**config.mk**
```make
export PLATFORM = sky130hd
export DESIGN_NAME = rsub_dual_gen
export DESIGN_NICKNAME = d
export VERILOG_FILES = /design/src/rtl/rsub_pkg.sv /design/src/rtl/rsub_half.sv /design/src/rtl/rsub_seed_cnt.sv /design/src/rtl/rsub_dual_gen.sv
export SDC_FILE = /design/constraint.sdc
export NUM_CORES = 1
export LEC_CHECK = 0
export ABC_AREA = 1
export CAP_MARGIN = 40
export CORE_UTILIZATION = 52
export CTS_BUF_LIST = sky130_fd_sc_hd__clkbuf_2 sky130_fd_sc_hd__clkbuf_4 sky130_fd_sc_hd__clkbuf_8
export DETAILED_ROUTE_END_ITERATION = 10
export MAX_ROUTING_LAYER = met4
export PLACE_DENSITY = 0.72
export SYNTH_ARGS = -nofsm -noshare
export SYNTH_HDL_FRONTEND = slang
export SYNTH_SLANG_ARGS = --single-unit
```
**constraint.sdc**
```tcl
create_clock -name clk -period 3.6 [get_ports clk]
set_input_delay 1.08 -clock clk [delete_from_list [all_inputs] [get_ports clk]]
set_output_delay 1.08 -clock clk [all_outputs]
set_load 0.01 [all_outputs]
```
**src/rtl/rsub_pkg.sv**
```systemverilog
package rsub_pkg;
    typedef enum logic [1:0] {
        ST_IDLE  = 2'd0,
        ST_SEED  = 2'd1,
        ST_PRIME = 2'd2,
        ST_RUN   = 2'd3
    } gen_state_t;
endpackage

```
**src/rtl/rsub_half.sv**
```systemverilog
module rsub_half #(
    parameter int W       = 32,
    parameter int ROT_A   = 11,
    parameter int ROT_B   = 27,
    parameter bit REVERSE = 1'b0,
    parameter logic [W-1:0] INIT = '0
) (
    input  logic         clk,
    input  logic         rst,
    input  logic         load,
    input  logic         adv,
    output logic [W-1:0] q
);
    localparam int RA = ROT_A % W;
    localparam int RB = ROT_B % W;

    logic [W-1:0] rot_a;
    logic [W-1:0] diff;
    logic [W-1:0] nxt;

    assign rot_a = (q << RA) | (q >> (W - RA));

    generate
        if (REVERSE) begin : g_rot_minus_state
            assign diff = rot_a - q;
        end else begin : g_state_minus_rot
            assign diff = q - rot_a;
        end
    endgenerate

    assign nxt = (diff << RB) | (diff >> (W - RB));

    always_ff @(posedge clk) begin
        if (rst)       q <= '0;
        else if (load) q <= INIT;
        else if (adv)  q <= nxt;
    end

    // Without load or advance the state must stay put
    p_hold_r8: assert property (@(posedge clk) disable iff (rst)
        (!load && !adv) |=> $stable(q));
endmodule

```
**src/rtl/rsub_seed_cnt.sv**
```systemverilog
module rsub_seed_cnt #(
    parameter int CW = 17
) (
    input  logic          clk,
    input  logic          rst,
    input  logic          load,
    input  logic [CW-1:0] load_val,
    input  logic          dec,
    output logic          done
);
    logic [CW-1:0] cnt;

    assign done = (cnt == '0);

    always_ff @(posedge clk) begin
        if (rst)              cnt <= '0;
        else if (load)        cnt <= load_val;
        else if (dec && !done) cnt <= cnt - 1'b1;
    end

    // Each decrement removes exactly one step from the budget
    p_count_down_r4: assert property (@(posedge clk) disable iff (rst)
        (!load && dec && !done) |=> (cnt == $past(cnt) - 1'b1));
endmodule

```
**src/rtl/rsub_dual_gen.sv**
```systemverilog
module rsub_dual_gen #(
    parameter int W = 32
) (
    input  logic         clk,
    input  logic         rst,
    input  logic         seed_load,
    input  logic [31:0]  seed_value,
    output logic         busy,
    output logic         out_valid,
    input  logic         out_ready,
    output logic [W-1:0] out_data
);
    import rsub_pkg::*;

    localparam int HALF_W = 16;
    localparam int CW     = HALF_W + 1;
    localparam int EXTRA  = 20;
    localparam bit WIDE   = (W == 64);
    localparam int X_RA   = WIDE ? 21 : 11;
    localparam int X_RB   = WIDE ? 36 : 27;
    localparam int Y_RA   = WIDE ? 43 : 21;
    localparam int Y_RB   = WIDE ? 27 : 20;
    localparam logic [W-1:0] X_INIT = WIDE ? W'(981906) : W'(542);
    localparam logic [W-1:0] Y_INIT = WIDE ? W'(590009) : W'(5981);

    gen_state_t state, state_nxt;

    logic          accept;
    logic          take;
    logic          x_done, y_done;
    logic          x_adv, y_adv;
    logic [W-1:0]  x_q, y_q;
    logic [CW-1:0] x_cnt_init, y_cnt_init;

    assign accept     = seed_load && !busy;
    assign take       = (state == ST_RUN) && out_ready && !seed_load;
    assign x_cnt_init = CW'(seed_value[31:16]) + CW'(EXTRA);
    assign y_cnt_init = CW'(seed_value[15:0])  + CW'(EXTRA);

    assign x_adv = ((state == ST_SEED) && !x_done) || (state == ST_PRIME) || take;
    assign y_adv = ((state == ST_SEED) && !y_done) || (state == ST_PRIME) || take;

    always_comb begin
        state_nxt = state;
        unique case (state)
            ST_IDLE:  if (seed_load)        state_nxt = ST_SEED;
            ST_SEED:  if (x_done && y_done) state_nxt = ST_PRIME;
            ST_PRIME:                       state_nxt = ST_RUN;
            ST_RUN:   if (seed_load)        state_nxt = ST_SEED;
            default:                        state_nxt = ST_IDLE;
        endcase
    end

    always_ff @(posedge clk) begin
        if (rst) state <= ST_IDLE;
        else     state <= state_nxt;
    end

    always_comb begin
        busy      = (state == ST_SEED) || (state == ST_PRIME);
        out_valid = (state == ST_RUN);
        out_data  = x_q ^ y_q;
    end

    rsub_seed_cnt #(.CW(CW)) u_x_cnt (
        .clk(clk), .rst(rst), .load(accept), .load_val(x_cnt_init),
        .dec(state == ST_SEED), .done(x_done)
    );

    rsub_seed_cnt #(.CW(CW)) u_y_cnt (
        .clk(clk), .rst(rst), .load(accept), .load_val(y_cnt_init),
        .dec(state == ST_SEED), .done(y_done)
    );

    rsub_half #(.W(W), .ROT_A(X_RA), .ROT_B(X_RB), .REVERSE(1'b0), .INIT(X_INIT)) u_half_x (
        .clk(clk), .rst(rst), .load(accept), .adv(x_adv), .q(x_q)
    );

    rsub_half #(.W(W), .ROT_A(Y_RA), .ROT_B(Y_RB), .REVERSE(1'b1), .INIT(Y_INIT)) u_half_y (
        .clk(clk), .rst(rst), .load(accept), .adv(y_adv), .q(y_q)
    );

    p_seed_start_r5: assert property (@(posedge clk) disable iff (rst)
        (seed_load && !busy) |=> busy);

    p_no_valid_busy_r6: assert property (@(posedge clk) disable iff (rst)
        busy |-> !out_valid);

    p_stall_hold_r8: assert property (@(posedge clk) disable iff (rst)
        (out_valid && !out_ready && !seed_load) |=> (out_valid && $stable(out_data)));

    p_reseed_wins_r9: assert property (@(posedge clk) disable iff (rst)
        (out_valid && out_ready && seed_load) |=> (busy && !out_valid));
endmodule

```
# Word-level counts from Yosys, hierarchy flattened
# Cells that the tools add are included.
# word_totals
register_bits	100
out_inout_bits	34
# op_classes
add_sub_neg	6
n_eq_ne	5
mux	11
n_bitwise	5
n_reduce_logical	25
# op_table
cell	count
$mux 17	4
$sub 32x32->32	2
$add 16x5->17 const B	2
$logic_not 17->1	2
$sub 17x1->17 const B	2
$or 32x11->32	1
$or 32x20->32	1
$or 32x21->32	1
$or 32x27->32	1
$xor 32x32->32	1
$mux 13	2
$mux 10	2
$reduce_bool 2->1	4
$logic_and 1x1->1	6
$pmux 2 s3	1
$logic_or 1x1->1	5
$eq 2x2->1 const B	2
$logic_not 1->1	4
$mux 2	2
$reduce_or 2->1	2
$eq 2x1->1 const B	1
$logic_not 2->1	1
$ne 2x1->1 const B	1
$ne 2x2->1 const B	1
$reduce_and 2->1	1

# Logic depth before layout (Yosys ltp)
# logic_depth
ltp_word	7
mapped_depth	16
ltp_nobuf	16

# Cells and area by module
# From an unflattened synthesis, not the netlist that was laid out.
# hier_totals
hier_cells	1980
area_unflattened_um2	11016.8
# modules_own_cells
mod	n_inst	cells_each	area_each_um2
rsub_half at u_half_y	1	709	3837.4
rsub_half at u_half_x	1	682	3653.5
rsub_seed_cnt at u_y_cnt	1	199	1216.2
rsub_seed_cnt at u_x_cnt	1	200	1187.4
rsub_dual_gen	1	190	1122.3

# Least setup slack after synthesis
# No wires, ideal clock.
# synth_timing
path_kind	input-to-reg
from	in seed_value[18]
to	reg u_x_cnt.cnt[14]
setup_ns	0.070
t_arrival_ns	2.087
required_time_ns	3.530
setup_slack_ns	1.443
path_stages	10
path_buffers	0
cell_sequence	ha_1 nor2_1 nor2_1 nand2_1 nor2_1 inv_1 nor2_1 xor2_1 nand2_1 a21oi_1
# synth_between
elab_chain_len	2
# synth_lines
item	line_no	text
start: declaration	rsub_dual_gen.sv:7	input logic [31:0] seed_value,
$add 16x5->17	rsub_dual_gen.sv:37	assign x_cnt_init = CW'(seed_value[31:16]) + CW'(EXTRA);
$mux 17	rsub_seed_cnt.sv:17	else if (load) cnt <= load_val;
end signal: assignment	rsub_seed_cnt.sv:17	
end signal: assignment	rsub_seed_cnt.sv:18	else if (dec && !done) cnt <= cnt - 1'b1;
end: declaration	rsub_seed_cnt.sv:11	logic [CW-1:0] cnt;
# No other way between the ends.
# A chain may end at the register's enable or synchronous reset.

# Worst setup path in the final report
# layout_timing
from	reg u_half_y.q[10]
to	out out_data[10]
# layout_between
elab_chain_len	1
# layout_lines
item	line_no	text
start: declaration	rsub_half.sv:12	output logic [W-1:0] q
start signal: assignment	rsub_half.sv:36	else if (adv) q <= nxt;
$xor 32x32->32	rsub_dual_gen.sv:62	out_data = x_q ^ y_q;
end: declaration	rsub_dual_gen.sv:11	output logic [W-1:0] out_data
# No other way between the ends.

==> flow_summary.ini <==
[yosys]
synth.most_common_cell = nand2_1
syn-num-nets = 1873
yosys-mux-area-fraction = 0
yosys-top-cells-area = dfxtp_1 20%, nand2_1 19%, inv_1 13%
yosys.area_share.simple = 0.359
synth_top_family_by_area = simple AND/OR/NAND/NOR gates
synthAdderAreaFrac = 0.0901
syn_area_per_cell_um2 = 5.76
synth_common_cells = 505 x nand2_1, 352 x inv_1, 156 x nor2_1
synth.distinct_cells = 40
syn_area_mm2 = 0.0102
async_reset_ff_frac = 0
syn_inst = 1765
synth_edf_count = 0
synth_xor_area_frac = 0.0664
ys_ff_latch = 100
ys.flop_type = dfxtp_1
synth_top_cell_area_share = 0.197
synth_compound_area_frac = 0.138
yosysTopAreaCell = dfxtp_1
seq_area_frac_synth = 0.197
synth_warnings = 0

[critical_path]
critical_path.endpoint = out_data[10]
end_kind = output port
required_ps = 2520
worst_ep_arrival_time_ps = 1900
startpoint = u_half_y.q[10]$_SDFFE_PP0P_
reg2reg_depth = 13
critPathLaunchType = flop
critPathKind = flop to output port
r2r-start = u_half_x.q[0]$_SDFFE_PP0P_
cp_max_fo = 4
r2r-end = u_half_x.q[25]$_SDFFE_PP0P_
r2r_setup_slack_ps = 980

[timing]
period_minus_slack_ps = 2980
setup_viol = 0
fmax_mhz = 336
finClkSkew_ps = 15.2
rsz0062_at_grt = no
finalCritPeriodShare = 0.827
hold_violations = 0
tightestPinTransition_ps = 535
slew_headroom = 0.641
fin_tns_setup_ps = 0
slew_violations = 0

[floorplan]
coreArea_mm2 = 0.0190
io_pins = 70
num_rows = 50
dieWidth_um = 142
die_h_um = 142
design.die.area_mm2 = 0.0201
initial_utilization = 0.536

[grt]
grtUsageMet3 = 0.0665
grt_start_max_net_pins = 57
track_usage = 0.346
met1_usage = 0.452
grt_busiest_layer = met2
antenna_found_initial = 0
grt_use_met2 = 0.545
grt_pass1_wl_mm = 52.3
grt_overflow_total = 0
grt_pass1_vias = 10100

[clocking]
clk-insertion-delay-late_ps = 400
path_clk_slew_ps = 110
ctsResizeCount = 0
cts.sinks = 100
htreeDepth = 3
postCtsSetupRepairBufs = 0
cts-root-buf = clkbuf_8
clockBufferDepth = 2
cts_tree = built
ctsHoldBuffers = 0
cts_buffers = 9

[drt]
drt_wl_total_mm = 32.6
drtPass1Iterations = 6
wl_per_cell_um = 15.6
postRouteAntennaNets = 0
viasPerCell = 5.31
num_vias = 11100
drt-initial-drc-count = 1139
drc_errors = 0

[layout]
drive_gt1_frac = 0.0257
nNetsFinal = 1930
areaGrowthSynthToFinish_pct = 11.7
multi_input_area_mm2 = 0.00665
antenna-diode-count = 0
fillers = 1978
regArea_mm2 = 0.00200

[status]
status = complete, no violations

[placed_design]
globalplace.congestion = 0.990
dp_hpwl_mm = 26.1
io_buffer_count = 69

[worst_hold_path]
hold_path_class = flop to flop
whs_path_depth = 2

[flow_run]
max_cap_viol_count = 0
-- critical path, cell delays in order (launching register included) --
cell and delay, ps:
dfxtp_1 560, xor2_1 340, clkdlybuf4s50_1 600
-- cell usage in the layout (no fill, tap or decap), drive strengths merged, types with 3 or more instances in the layout --
| master | Yosys | routed |
|---|---|---|
| nand2 | 512 | 512 |
| inv | 354 | 356 |
| nor2 | 160 | 160 |
| nand3 | 143 | 143 |
| o21ai | 112 | 112 |
| a21oi | 100 | 100 |
| dfxtp | 100 | 100 |
| ha | 70 | 70 |
| clkdlybuf4s50 | 0 | 69 |
| xor2 | 47 | 47 |
| xnor2 | 30 | 30 |
| nor3 | 21 | 21 |
| nand4 | 17 | 17 |
| nand3b | 12 | 12 |
| o21bai | 12 | 12 |
| buf | 16 | 11 |
| a31oi | 10 | 10 |
| clkbuf | 18 | 9 |
| nor4 | 4 | 4 |
| o31ai | 3 | 3 |
| o211ai | 3 | 3 |
| a21o | 3 | 3 |
| bufinv | 0 | 3 |
| a211oi | 3 | 3 |
-- metal layers --
layer  part of all wire  wire length (um)
met5                  0                 0
met4              0.023               746
met3              0.086              2800
met2               0.44             14400
met1               0.45             14700
-- metrics by stage --
step           hold slack [ps]  cells  utilization  instance area [um2]  setup WS, ps
2_1_floorplan              448   1765            -                10200          1440
3_3_place_gp               465   2071        0.586                11100           558
3_5_place_dp               478   2071        0.586                11100           523
4_1_cts                    496   2086        0.598                11300           657
5_1_grt                    538   2086        0.598                11300           585
6_report                   499   2086        0.598                11300           622
-- area by class of cell --
cell class / instances / share of cell area
clock buffers: 9 / 0.0109
clock inverters: 6 / 0.0107
inverters: 354 / 0.117
multi-input cells: 1277 / 0.586
flip-flops and latches: 100 / 0.176
well taps: 260 / 0.0287
repair buffers: 80 / 0.0704
-- flip-flops by register name, summed over array words and instances (netlist names) --
name,count
u_y_cnt.cnt,17
u_half_y.q,32
u_x_cnt.cnt,17
state,2
u_half_x.q,32
-- how the worst min path moves through the flow --
stage / start / slack, ps / end
6_report: u_x_cnt.cnt[1]$_SDFFE_PP0P_ / 500 / u_x_cnt.cnt[1]$_SDFFE_PP0P_
5_1_grt: u_x_cnt.cnt[1]$_SDFFE_PP0P_ / 540 / u_x_cnt.cnt[1]$_SDFFE_PP0P_
4_1_cts: u_x_cnt.cnt[16]$_SDFFE_PP0P_ / 500 / u_x_cnt.cnt[16]$_SDFFE_PP0P_
3_5_place_dp: u_x_cnt.cnt[1]$_SDFFE_PP0P_ / 480 / u_x_cnt.cnt[1]$_SDFFE_PP0P_
3_3_place_gp: u_x_cnt.cnt[1]$_SDFFE_PP0P_ / 460 / u_x_cnt.cnt[1]$_SDFFE_PP0P_
2_1_floorplan: u_x_cnt.cnt[1]$_SDFFE_PP0P_ / 450 / u_x_cnt.cnt[1]$_SDFFE_PP0P_
-- cell families (layout without fill, tap and decap cells) --
| family | count (synthesis) | count (layout) |
|---|---|---|
| buffers and inverters | 388 | 449 |
| AOI/OAI and AO/OA | 257 | 257 |
| adders and majority gates | 72 | 72 |
| and+or+nand+nor | 871 | 871 |
| DFF | 100 | 100 |
| xor gates and xnor gates | 77 | 77 |
Power is left out: the tool's default activity adds up to more than one toggle a clock period on the data nets, which glitch-free logic cannot reach.
